`config.mk`:
```
export PLATFORM = sky130hd
export DESIGN_NAME = alu8_core
export DESIGN_NICKNAME = d
export VERILOG_FILES = /design/src/rtl/alu8_pkg.sv /design/src/rtl/alu8_adder.sv /design/src/rtl/alu8_logic.sv /design/src/rtl/alu8_flaggen.sv /design/src/rtl/alu8_core.sv
export SDC_FILE = /design/constraint.sdc
export NUM_CORES = 1
export LEC_CHECK = 0
export ABC_AREA = 1
export ABC_CLOCK_PERIOD_IN_PS = 16200
export BUFFER_PORTS_ARGS = -buffer_cell sky130_fd_sc_hd__buf_2
export CORE_ASPECT_RATIO = 1.4
export CORE_UTILIZATION = 63
export CTS_CLUSTER_SIZE = 16
export DETAILED_ROUTE_END_ITERATION = 8
export PLACE_DENSITY = 0.84
export SYNTH_ARGS = -nofsm -noshare
export SYNTH_HDL_FRONTEND = slang
export SYNTH_HIERARCHICAL = 1
export SYNTH_SLANG_ARGS = --single-unit
```
`constraint.sdc`:
```
create_clock -name clk -period 16.2 [get_ports clk]
set_clock_uncertainty 0.15 [all_clocks]
set_input_delay 3.24 -clock clk [delete_from_list [all_inputs] [get_ports clk]]
set_output_delay 3.24 -clock clk [all_outputs]
set_load 0.01 [all_outputs]
```
`src/rtl/alu8_pkg.sv`:
```
package alu8_pkg;
  localparam int OPW = 4;

  localparam logic [OPW-1:0] OP_ADD = 4'd0;
  localparam logic [OPW-1:0] OP_ADC = 4'd1;
  localparam logic [OPW-1:0] OP_SUB = 4'd2;
  localparam logic [OPW-1:0] OP_SBB = 4'd3;
  localparam logic [OPW-1:0] OP_INC = 4'd4;
  localparam logic [OPW-1:0] OP_DEC = 4'd5;
  localparam logic [OPW-1:0] OP_AND = 4'd6;
  localparam logic [OPW-1:0] OP_OR  = 4'd7;
  localparam logic [OPW-1:0] OP_XOR = 4'd8;
  localparam logic [OPW-1:0] OP_MOV = 4'd9;

  // status byte bit positions
  localparam int FB_S  = 7;
  localparam int FB_Z  = 6;
  localparam int FB_AC = 4;
  localparam int FB_P  = 2;
  localparam int FB_CY = 0;
  localparam int FB_ONE = 1;

  localparam logic [7:0] FLAGS_RESET = 8'h02;

  typedef enum logic [1:0] {
    LG_AND = 2'd0,
    LG_OR  = 2'd1,
    LG_XOR = 2'd2
  } logic_sel_e;
endpackage

```
`src/rtl/alu8_adder.sv`:
```
module alu8_adder #(
  parameter int W = 8
) (
  input  logic [W-1:0] a,
  input  logic [W-1:0] b,
  input  logic         cin,
  output logic [W-1:0] sum,
  output logic         c_out,
  output logic         c_aux
);
  localparam int AUX_BIT = (W / 2) - 1;

  logic [W:0] carry;
  assign carry[0] = cin;

  genvar i;
  generate
    for (i = 0; i < W; i++) begin : g_bit
      assign sum[i]     = a[i] ^ b[i] ^ carry[i];
      assign carry[i+1] = (a[i] & b[i]) | (carry[i] & (a[i] ^ b[i]));
    end
  endgenerate

  assign c_out = carry[W];
  assign c_aux = carry[AUX_BIT+1];
endmodule

```
`src/rtl/alu8_logic.sv`:
```
module alu8_logic
  import alu8_pkg::*;
#(
  parameter int W = 8
) (
  input  logic [W-1:0] a,
  input  logic [W-1:0] b,
  input  logic_sel_e   sel,
  output logic [W-1:0] y
);
  always_comb begin
    unique case (sel)
      LG_AND:  y = a & b;
      LG_OR:   y = a | b;
      LG_XOR:  y = a ^ b;
      default: y = '0;
    endcase
  end
endmodule

```
`src/rtl/alu8_flaggen.sv`:
```
module alu8_flaggen
  import alu8_pkg::*;
#(
  parameter int W = 8
) (
  input  logic [W-1:0] result,
  input  logic         cy_in,
  input  logic         ac_in,
  output logic [7:0]   flag_byte
);
  logic par_even;
  assign par_even = ~(^result);

  always_comb begin
    flag_byte         = '0;
    flag_byte[FB_S]   = result[W-1];
    flag_byte[FB_Z]   = (result == '0);
    flag_byte[FB_AC]  = ac_in;
    flag_byte[FB_P]   = par_even;
    flag_byte[FB_ONE] = 1'b1;
    flag_byte[FB_CY]  = cy_in;
  end
endmodule

```
`src/rtl/alu8_core.sv`:
```
module alu8_core
  import alu8_pkg::*;
#(
  parameter int W = 8
) (
  input  logic         clk,
  input  logic         rst,
  input  logic         op_valid,
  input  logic [3:0]   op_code,
  input  logic [W-1:0] operand_b,
  input  logic         flag_we,
  output logic [W-1:0] acc_q,
  output logic [7:0]   flags_q
);
  logic [W-1:0] add_b;
  logic         add_cin;
  logic         is_sub;
  logic         keep_cy;
  logic         use_logic;
  logic         is_mov;
  logic         legal;
  logic_sel_e   lsel;

  logic [W-1:0] sum;
  logic         c_out;
  logic         c_aux;
  logic [W-1:0] logic_y;
  logic [W-1:0] result;
  logic         cy_next;
  logic         ac_next;
  logic [7:0]   flag_next;
  logic         cy_now;

  assign cy_now = flags_q[FB_CY];

  // operand steering into the shared adder
  always_comb begin
    add_b     = operand_b;
    add_cin   = 1'b0;
    is_sub    = 1'b0;
    keep_cy   = 1'b0;
    use_logic = 1'b0;
    is_mov    = 1'b0;
    legal     = 1'b1;
    lsel      = LG_AND;
    unique case (op_code)
      OP_ADD: begin add_b = operand_b;  add_cin = 1'b0; end
      OP_ADC: begin add_b = operand_b;  add_cin = cy_now; end
      OP_SUB: begin add_b = ~operand_b; add_cin = 1'b1;    is_sub = 1'b1; end
      OP_SBB: begin add_b = ~operand_b; add_cin = ~cy_now; is_sub = 1'b1; end
      OP_INC: begin add_b = '0;         add_cin = 1'b1;    keep_cy = 1'b1; end
      OP_DEC: begin add_b = '1;         add_cin = 1'b0;    keep_cy = 1'b1; end
      OP_AND: begin use_logic = 1'b1; lsel = LG_AND; end
      OP_OR:  begin use_logic = 1'b1; lsel = LG_OR;  end
      OP_XOR: begin use_logic = 1'b1; lsel = LG_XOR; end
      OP_MOV: begin is_mov = 1'b1; end
      default: legal = 1'b0;
    endcase
  end

  alu8_adder #(.W(W)) adder_i (
    .a     (acc_q),
    .b     (add_b),
    .cin   (add_cin),
    .sum   (sum),
    .c_out (c_out),
    .c_aux (c_aux)
  );

  alu8_logic #(.W(W)) logic_i (
    .a   (acc_q),
    .b   (operand_b),
    .sel (lsel),
    .y   (logic_y)
  );

  always_comb begin
    if (is_mov)         result = operand_b;
    else if (use_logic) result = logic_y;
    else                result = sum;
  end

  always_comb begin
    if (use_logic)    cy_next = 1'b0;
    else if (keep_cy) cy_next = cy_now;
    else if (is_sub)  cy_next = ~c_out;
    else              cy_next = c_out;
    if (use_logic)    ac_next = (lsel == LG_AND);
    else              ac_next = c_aux;
  end

  alu8_flaggen #(.W(W)) flaggen_i (
    .result    (result),
    .cy_in     (cy_next),
    .ac_in     (ac_next),
    .flag_byte (flag_next)
  );

  always_ff @(posedge clk) begin
    if (rst) begin
      acc_q   <= '0;
      flags_q <= FLAGS_RESET;
    end else if (op_valid && legal) begin
      acc_q <= result;
      if (flag_we && !is_mov) flags_q <= flag_next;
    end
  end
endmodule

```
# Word level (Yosys, flattened, before mapping)
# Cells that the tools add are included.
# totals
register_bits	13
in_bits	16
output_inout_bits	16
elab_cells	91
# classes
reduce_logical	14
eq_ne	12
bitwise_logic	47
n_mux	15
# ops
op	count
$pmux W8 S3	2
$and A1 B1 Y1	16
$eq A4 B3 Y1 const B	4
$mux W8	2
$xor A1 B1 Y1	16
$reduce_or A10 Y1	1
$mux W1	9
$and A8 B8 Y8	1
$eq A4 B2 Y1 const B	2
$eq A4 B4 Y1 const B	2
$logic_not A8 Y1	1
$not A8 Y8	1
$or A1 B1 Y1	8
$or A8 B8 Y8	1
$reduce_xor A8 Y1	1
$xor A8 B8 Y8	1
$reduce_or A2 Y1	3
$eq A4 B1 Y1 const B	1
$logic_not A4 Y1	1
$pmux W2 S2	1
$not A1 Y1	3
$pmux W1 S3	1
$reduce_and A3 Y1	1
$reduce_or A3 Y1	1
other kinds (7)	8

# Depth between registers and ports, before layout
# depth
ltp_word	24
depth_mapped	36
ltp_nobuf	35

# Modules after synthesis
# Netlist, hierarchy kept.
# modules_own_cells
mod	area_each_um2	seq_area_each_um2	n_inst	cells_each
alu8_core	1192.4	320.3	1	197
alu8_logic	520.5	0.0	1	69
alu8_adder	231.5	0.0	1	27
alu8_flaggen	215.2	0.0	1	39

# Least setup slack after synthesis
# No wires, ideal clock.
# synth_path
path_type	input to register
from	in op_code[3]
to	reg flags_q[2]
setup_slack_ps	8319
required_ps	15934
n_path_buf	1
path_stages	34
arrival_ps	7615
setup_time_ps	116
path_cell_list	nor2_1 -> nand2_2 -> nand2_1 -> inv_2 -> nand2_1 -> o211ai_1 -> fa_1 -> inv_1 -> fa_1 -> inv_1 -> fa_1 -> inv_1 -> fa_1 -> fa_1 -> inv_1 -> fa_1 -> fa_1 -> inv_1 -> fa_1 -> inv_1 -> inv_1 -> nand3_1 -> nand3_1 -> nand2_1 -> inv_1 -> ha_1 -> nand2_1 -> inv_1 -> nor2_1 -> nand2_1 -> nand2_1 -> buf_4 -> o21ai_0 -> nor2_1
# synth_via
elab_chain_len	23
elab_cells_between_ends	69
cone_classes	eq/ne (11); mux (9); bitwise (38); reduce/logical (11)
# synth_lines
item	line_no	source
from (decl)	alu8_core.sv:9	input logic [3:0] op_code,
$eq A4 B2 Y1	alu8_core.sv:46	unique case (op_code)
$reduce_or A2 Y1 (no line)	--	
$pmux W8 S3 (*)	alu8_core.sv:46	
net add_b[0]	alu8_core.sv:15	logic [W-1:0] add_b;
$xor A1 B1 Y1	alu8_adder.sv:20	assign carry[i+1] = (a[i] & b[i]) | (carry[i] & (a[i] ^ b[i]));
$and A1 B1 Y1	alu8_adder.sv:20	
$or A1 B1 Y1 (*)	alu8_adder.sv:20	
$and A1 B1 Y1 (*)	alu8_adder.sv:20	
(+11 left out)	--	
$xor A1 B1 Y1 (*)	alu8_adder.sv:19	assign sum[i] = a[i] ^ b[i] ^ carry[i];
net sum[7]	alu8_core.sv:24	logic [W-1:0] sum;
$mux W8 (*)	alu8_core.sv:79	else if (use_logic) result = logic_y;
$mux W8 (*)	alu8_core.sv:78	if (is_mov) result = operand_b;
net result[7]	alu8_core.sv:28	logic [W-1:0] result;
$reduce_xor A8 Y1 (*)	alu8_flaggen.sv:12	assign par_even = ~(^result);
$not A1 Y1 (*)	alu8_flaggen.sv:12	
net flaggen_i.par_even	alu8_flaggen.sv:11	logic par_even;
to (signal assigned)	alu8_core.sv:105	if (flag_we && !is_mov) flags_q <= flag_next;
to (decl)	alu8_core.sv:13	output logic [7:0] flags_q
# Mark *: on every way through the listed nets, which the timed path passes. The rest lies on a longest branch.
# A chain may end at the register's enable or synchronous reset.

# Worst setup path after layout
# layout_path
from	in op_code[2]
to	reg flags_q[2]
# layout_via
elab_chain_len	23
elab_cells_between_ends	69
cone_classes	eq/ne (11); mux (9); bitwise (38); reduce/logical (11)
# layout_lines
item	line_no	source
$eq A4 B2 Y1	alu8_core.sv:46	
$reduce_or A2 Y1 (no line)	--	
$pmux W8 S3 (*)	alu8_core.sv:46	
net add_b[0]	alu8_core.sv:15	
$xor A1 B1 Y1	alu8_adder.sv:20	
$and A1 B1 Y1	alu8_adder.sv:20	
$or A1 B1 Y1 (*)	alu8_adder.sv:20	
$and A1 B1 Y1 (*)	alu8_adder.sv:20	
(+11 left out)	--	
$xor A1 B1 Y1 (*)	alu8_adder.sv:19	
net sum[7]	alu8_core.sv:24	
$mux W8 (*)	alu8_core.sv:79	
$mux W8 (*)	alu8_core.sv:78	
net result[7]	alu8_core.sv:28	
$reduce_xor A8 Y1 (*)	alu8_flaggen.sv:12	
$not A1 Y1 (*)	alu8_flaggen.sv:12	
net flag_next[2]	alu8_core.sv:31	logic [7:0] flag_next;
# Marks and branches as above.

==> impl_summary.md <==
CTS
TritonCTS built the clock tree. The later pin in the worst-skew pair is clocked with a latency of ~0.25 ns. The H-tree level count is 1. Clock-pin slew was measured on the worst setup and hold paths at about 0.060 ns. The master cell of the clock root buffer is clkbuf_8. The number of buffers inserted by hold repair at cts is 0.

The number of buffers created by CTS is 3. No sink is reached through more buffers than the 2 on the longest clock path. Once the clock tree was built, the resizer swapped 0 gates to a different size. The count of clock tree sinks is 16.

Buffers added to address setup during post-CTS repair amount to 0.

Routing
The routed wirelength normalized by instance count is roughly 12 µm. Summing over every cut layer, the via total after detailed routing is roughly 2000. The average vias per placed instance is 5.17.

The first TritonRoute pass finished after 4 iterations. The initial DRC count is between 50 and 60. Once detail routing completed, the nets flagged for antenna violations numbered 0.

After detailed routing, the number of remaining DRC violations is 0. Summed over all layers, the routed wires come to between 4000 and 5000 µm.

GRT
The initial antenna violation count is 0. Entering global routing, the biggest net connects 18 pins. The via count of the first global-routing pass came to ~1900. The combined global-route utilization of all metal layers is between 20% and 30%. The wire length of the first global-routing pass is 7750 µm. The total global routing overflow is 0.

Timing
Setup violations remaining at the end of the flow were counted as 0. The worst path in the final design needs a cycle of between 8 and 9 ns, including I/O delays and setup. The slew at the pin with the worst max-slew slack is roughly 1 ns. The total count of hold-check failures in the final report was 0. The final max-slew violation count is 0. Based on the critical path, the design can be clocked at up to 0.125 GHz.

Adding up every negative setup slack in the final design gives 0 ns. The worst pin sits at a relative slew slack of roughly a third. Setup repair after global routing left no endpoint under its margin. Setup slack closes at approximately 8.2 ns. The final worst-path cycle share is between 40% and 50%.

Placed design
The worst slack after detailed placement is roughly 8.0 ns. Including well taps, the total number of placed cells is just under 400. Summed over all nets, the half-perimeter wirelength after detailed placement is ~3700 µm. The placer congestion estimate is ~0.9.

The cell area reported after detailed placement is between 2000 and 2500 µm². Buffers placed on the I/O ports in this run total 31.

Setup path
Along the worst path, the maximum fanout reaches 10. The number of buffers and inverters on the critical path is 11. The library cell appearing most often on the critical path is inv_1. The kind of cell adding the most delay to the critical path is adder cells. By startpoint and endpoint, the worst setup path is classified as input pin to register. The terminus of the critical flop-to-flop path is flags_q[2]$_SDFFE_PP0P_. The setup slack on the worst flop-to-flop path is roughly 11 ns. For this run, the slowest stage of the critical path takes roughly 0.41 ns. The endpoint kind of the worst setup timing path is a register. Measured in cells, the most critical reg-to-reg path has a length of 29. In this run the critical register-to-register path is launched from flags_q[0]$_SDFFE_PP0P_. The worst setup path is launched from an input pin. The slowest stage of the critical path belongs to the cell fa_1. The critical path data arrival time is around 8 ns. For the worst setup path, the data required time is approximately 16 ns.

Floorplanning
The chip width is 51.5 µm. The die is 71.3 µm tall. The number of core rows is 24.

The top-level port count is 32. The total core area is 3180 µm². The die covers 3670 µm². The effective utilization at floorplan is 67.8%.

Finish
The repair_antennas step left the layout with diodes totalling 0. The count of cells in the finished layout, fillers not included, comes to just under 400. The area growth from synthesis to layout is 6.66%.

The final design area excluding fillers is roughly 2300 µm². The number of nets at the end of the flow is roughly 400. Cells with a size suffix above 1 make up a little under a fifth of the layout.

Flow run
Max-cap violations in this run came to 0.

Pwr
The power density relative to cell area is 72.1 nW/µm². IR analysis of the VDD net gives a maximum drop of 0.0793 mV. The static power due to leakage is roughly 1.4 nW.

Worst hold path
The count of cells along the worst hold path is 2. The end of the worst hold path is flags_q[4]$_SDFFE_PP0P_. The worst hold path begins at flags_q[4]$_SDFFE_PP0P_. The class of the most critical hold timing path is register to register.

Synth
The number of warnings printed during yosys synthesis is 6. The mean instance size in the synthesized netlist is 6.50 µm². The mapped netlist covers ~2200 µm². Synthesis inferred 16 register bits. After technology mapping, the gate count stands at 332.

The post-synthesis cell type count is 26. The share of the Yosys chip area taken by registers is between 10% and 20%.

Status
The run finished with clean final reports.
==> final cells by class <==
cell class	count	area [µm²]
inverter	85	337
multi-input combinational	218	1390
fill	288	880
tap	39	48.8
timing repair buffer	31	155
clock buffer	4	55.1
sequential	16	320
==> flip-flops by register name, summed over array words and instances, names as in the netlist <==
name,count
acc_q,8
flags_q,8
==> worst min-delay path: stages (launching register included) <==
cell and delay (ns):
dfxtp_1 0.32, nor2_1 0.04, nor2_1 0.08
==> power by group <==
group | total (mW) | switching (mW) | internal, mW
clock network | 0.0349 | 0.0133 | 0.0216
registers | 0.0466 | 0.00400 | 0.0426
logic | 0.0846 | 0.0507 | 0.0339
total | 0.166 | 0.0680 | 0.0981
==> per-stage QoR <==
stage	hold slack, ns	total power, mW	utilization, %
6_report	0.325	0.166	72.4
5_1_grt	0.358	0.180	72.4
4_1_cts	0.331	0.167	72.4
3_5_place_dp	0.311	0.131	70.6
3_3_place_gp	0.303	0.128	70.6
2_1_floorplan	0.353	0.118	-
==> cells in the mapped netlist <==
library cell	instances	share of area, %
o21ai_1	1	0.23
nand2_4	1	0.52
buf_2	2	0.46
inv_1	76	13
nand2_1	64	11
nand3_1	36	8.3
nand3b_1	8	2.8
inv_6	1	0.41
fa_1	8	7.4
nand2_8	1	0.93
nor2_8	2	1.9
o21ai_0	9	2.1
clkinv_8	1	0.75
o211ai_1	8	2.8
o22ai_1	1	0.29
xnor2_1	3	1.2
dfxtp_1	16	15
ha_1	20	12
buf_6	5	2.6
conb_1	2	0.35
nor2_1	36	6.3
nand2_2	4	1.2
buf_4	7	2.4
inv_2	7	1.2
nand3_2	8	3.7
nor2_2	5	1.4
==> per-layer routing <==
layer	vias up	track usage, %	wire length [µm]
met5	-	0	0
met1	927	30.5	1940
met4	0	13.5	158
met3	16	1.70	120
li1	1038	-	-
met2	49	50.5	2350
==> cells by family after synthesis <==
| kind of cell | after synthesis | share of synthesized area [%] |
|---|---|---|
| simple gates | 165 | 38.1 |
| buf+inv | 99 | 21.1 |
| fa+ha+maj | 28 | 19.0 |
| compound gates | 19 | 5.39 |
| flops | 16 | 14.8 |
| xor+xnor | 3 | 1.22 |
| other cells | 2 | 0.348 |
==> cells in the final DEF, fill, tap and decap left out <==
master and instances:
o22ai_1 1, nand2_2 4, clkinv_8 1, nand2_1 64, inv_2 7, nor2_1 36
nand3b_1 8, fa_1 8, buf_2 31, inv_6 1, nand2_8 1, o21ai_0 9
nand2_4 1, dfxtp_1 16, clkbuf_8 4, o21ai_1 1, nor2_2 5, nand3_2 8
o211ai_1 8, conb_1 3, xnor2_1 3, ha_1 20, nor2_8 2, inv_1 76
nand3_1 36
==> how the worst max path moves through the flow <==
stage	startpoint	endpoint	slack, ns	cells after the start
global placement	op_code[2]	flags_q[2]$_SDFFE_PP0P_	8.13	34
global route	op_code[3]	flags_q[2]$_SDFFE_PP0P_	7.77	36
detailed placement	op_code[2]	flags_q[2]$_SDFFE_PP0P_	7.96	34
floorplan	op_code[3]	flags_q[2]$_SDFFE_PP0P_	8.32	34
CTS	op_code[2]	flags_q[2]$_SDFFE_PP0P_	8.19	34
finish	op_code[2]	flags_q[2]$_SDFFE_PP0P_	8.18	34
No activity file was read; power rests on OpenSTA's default activity.
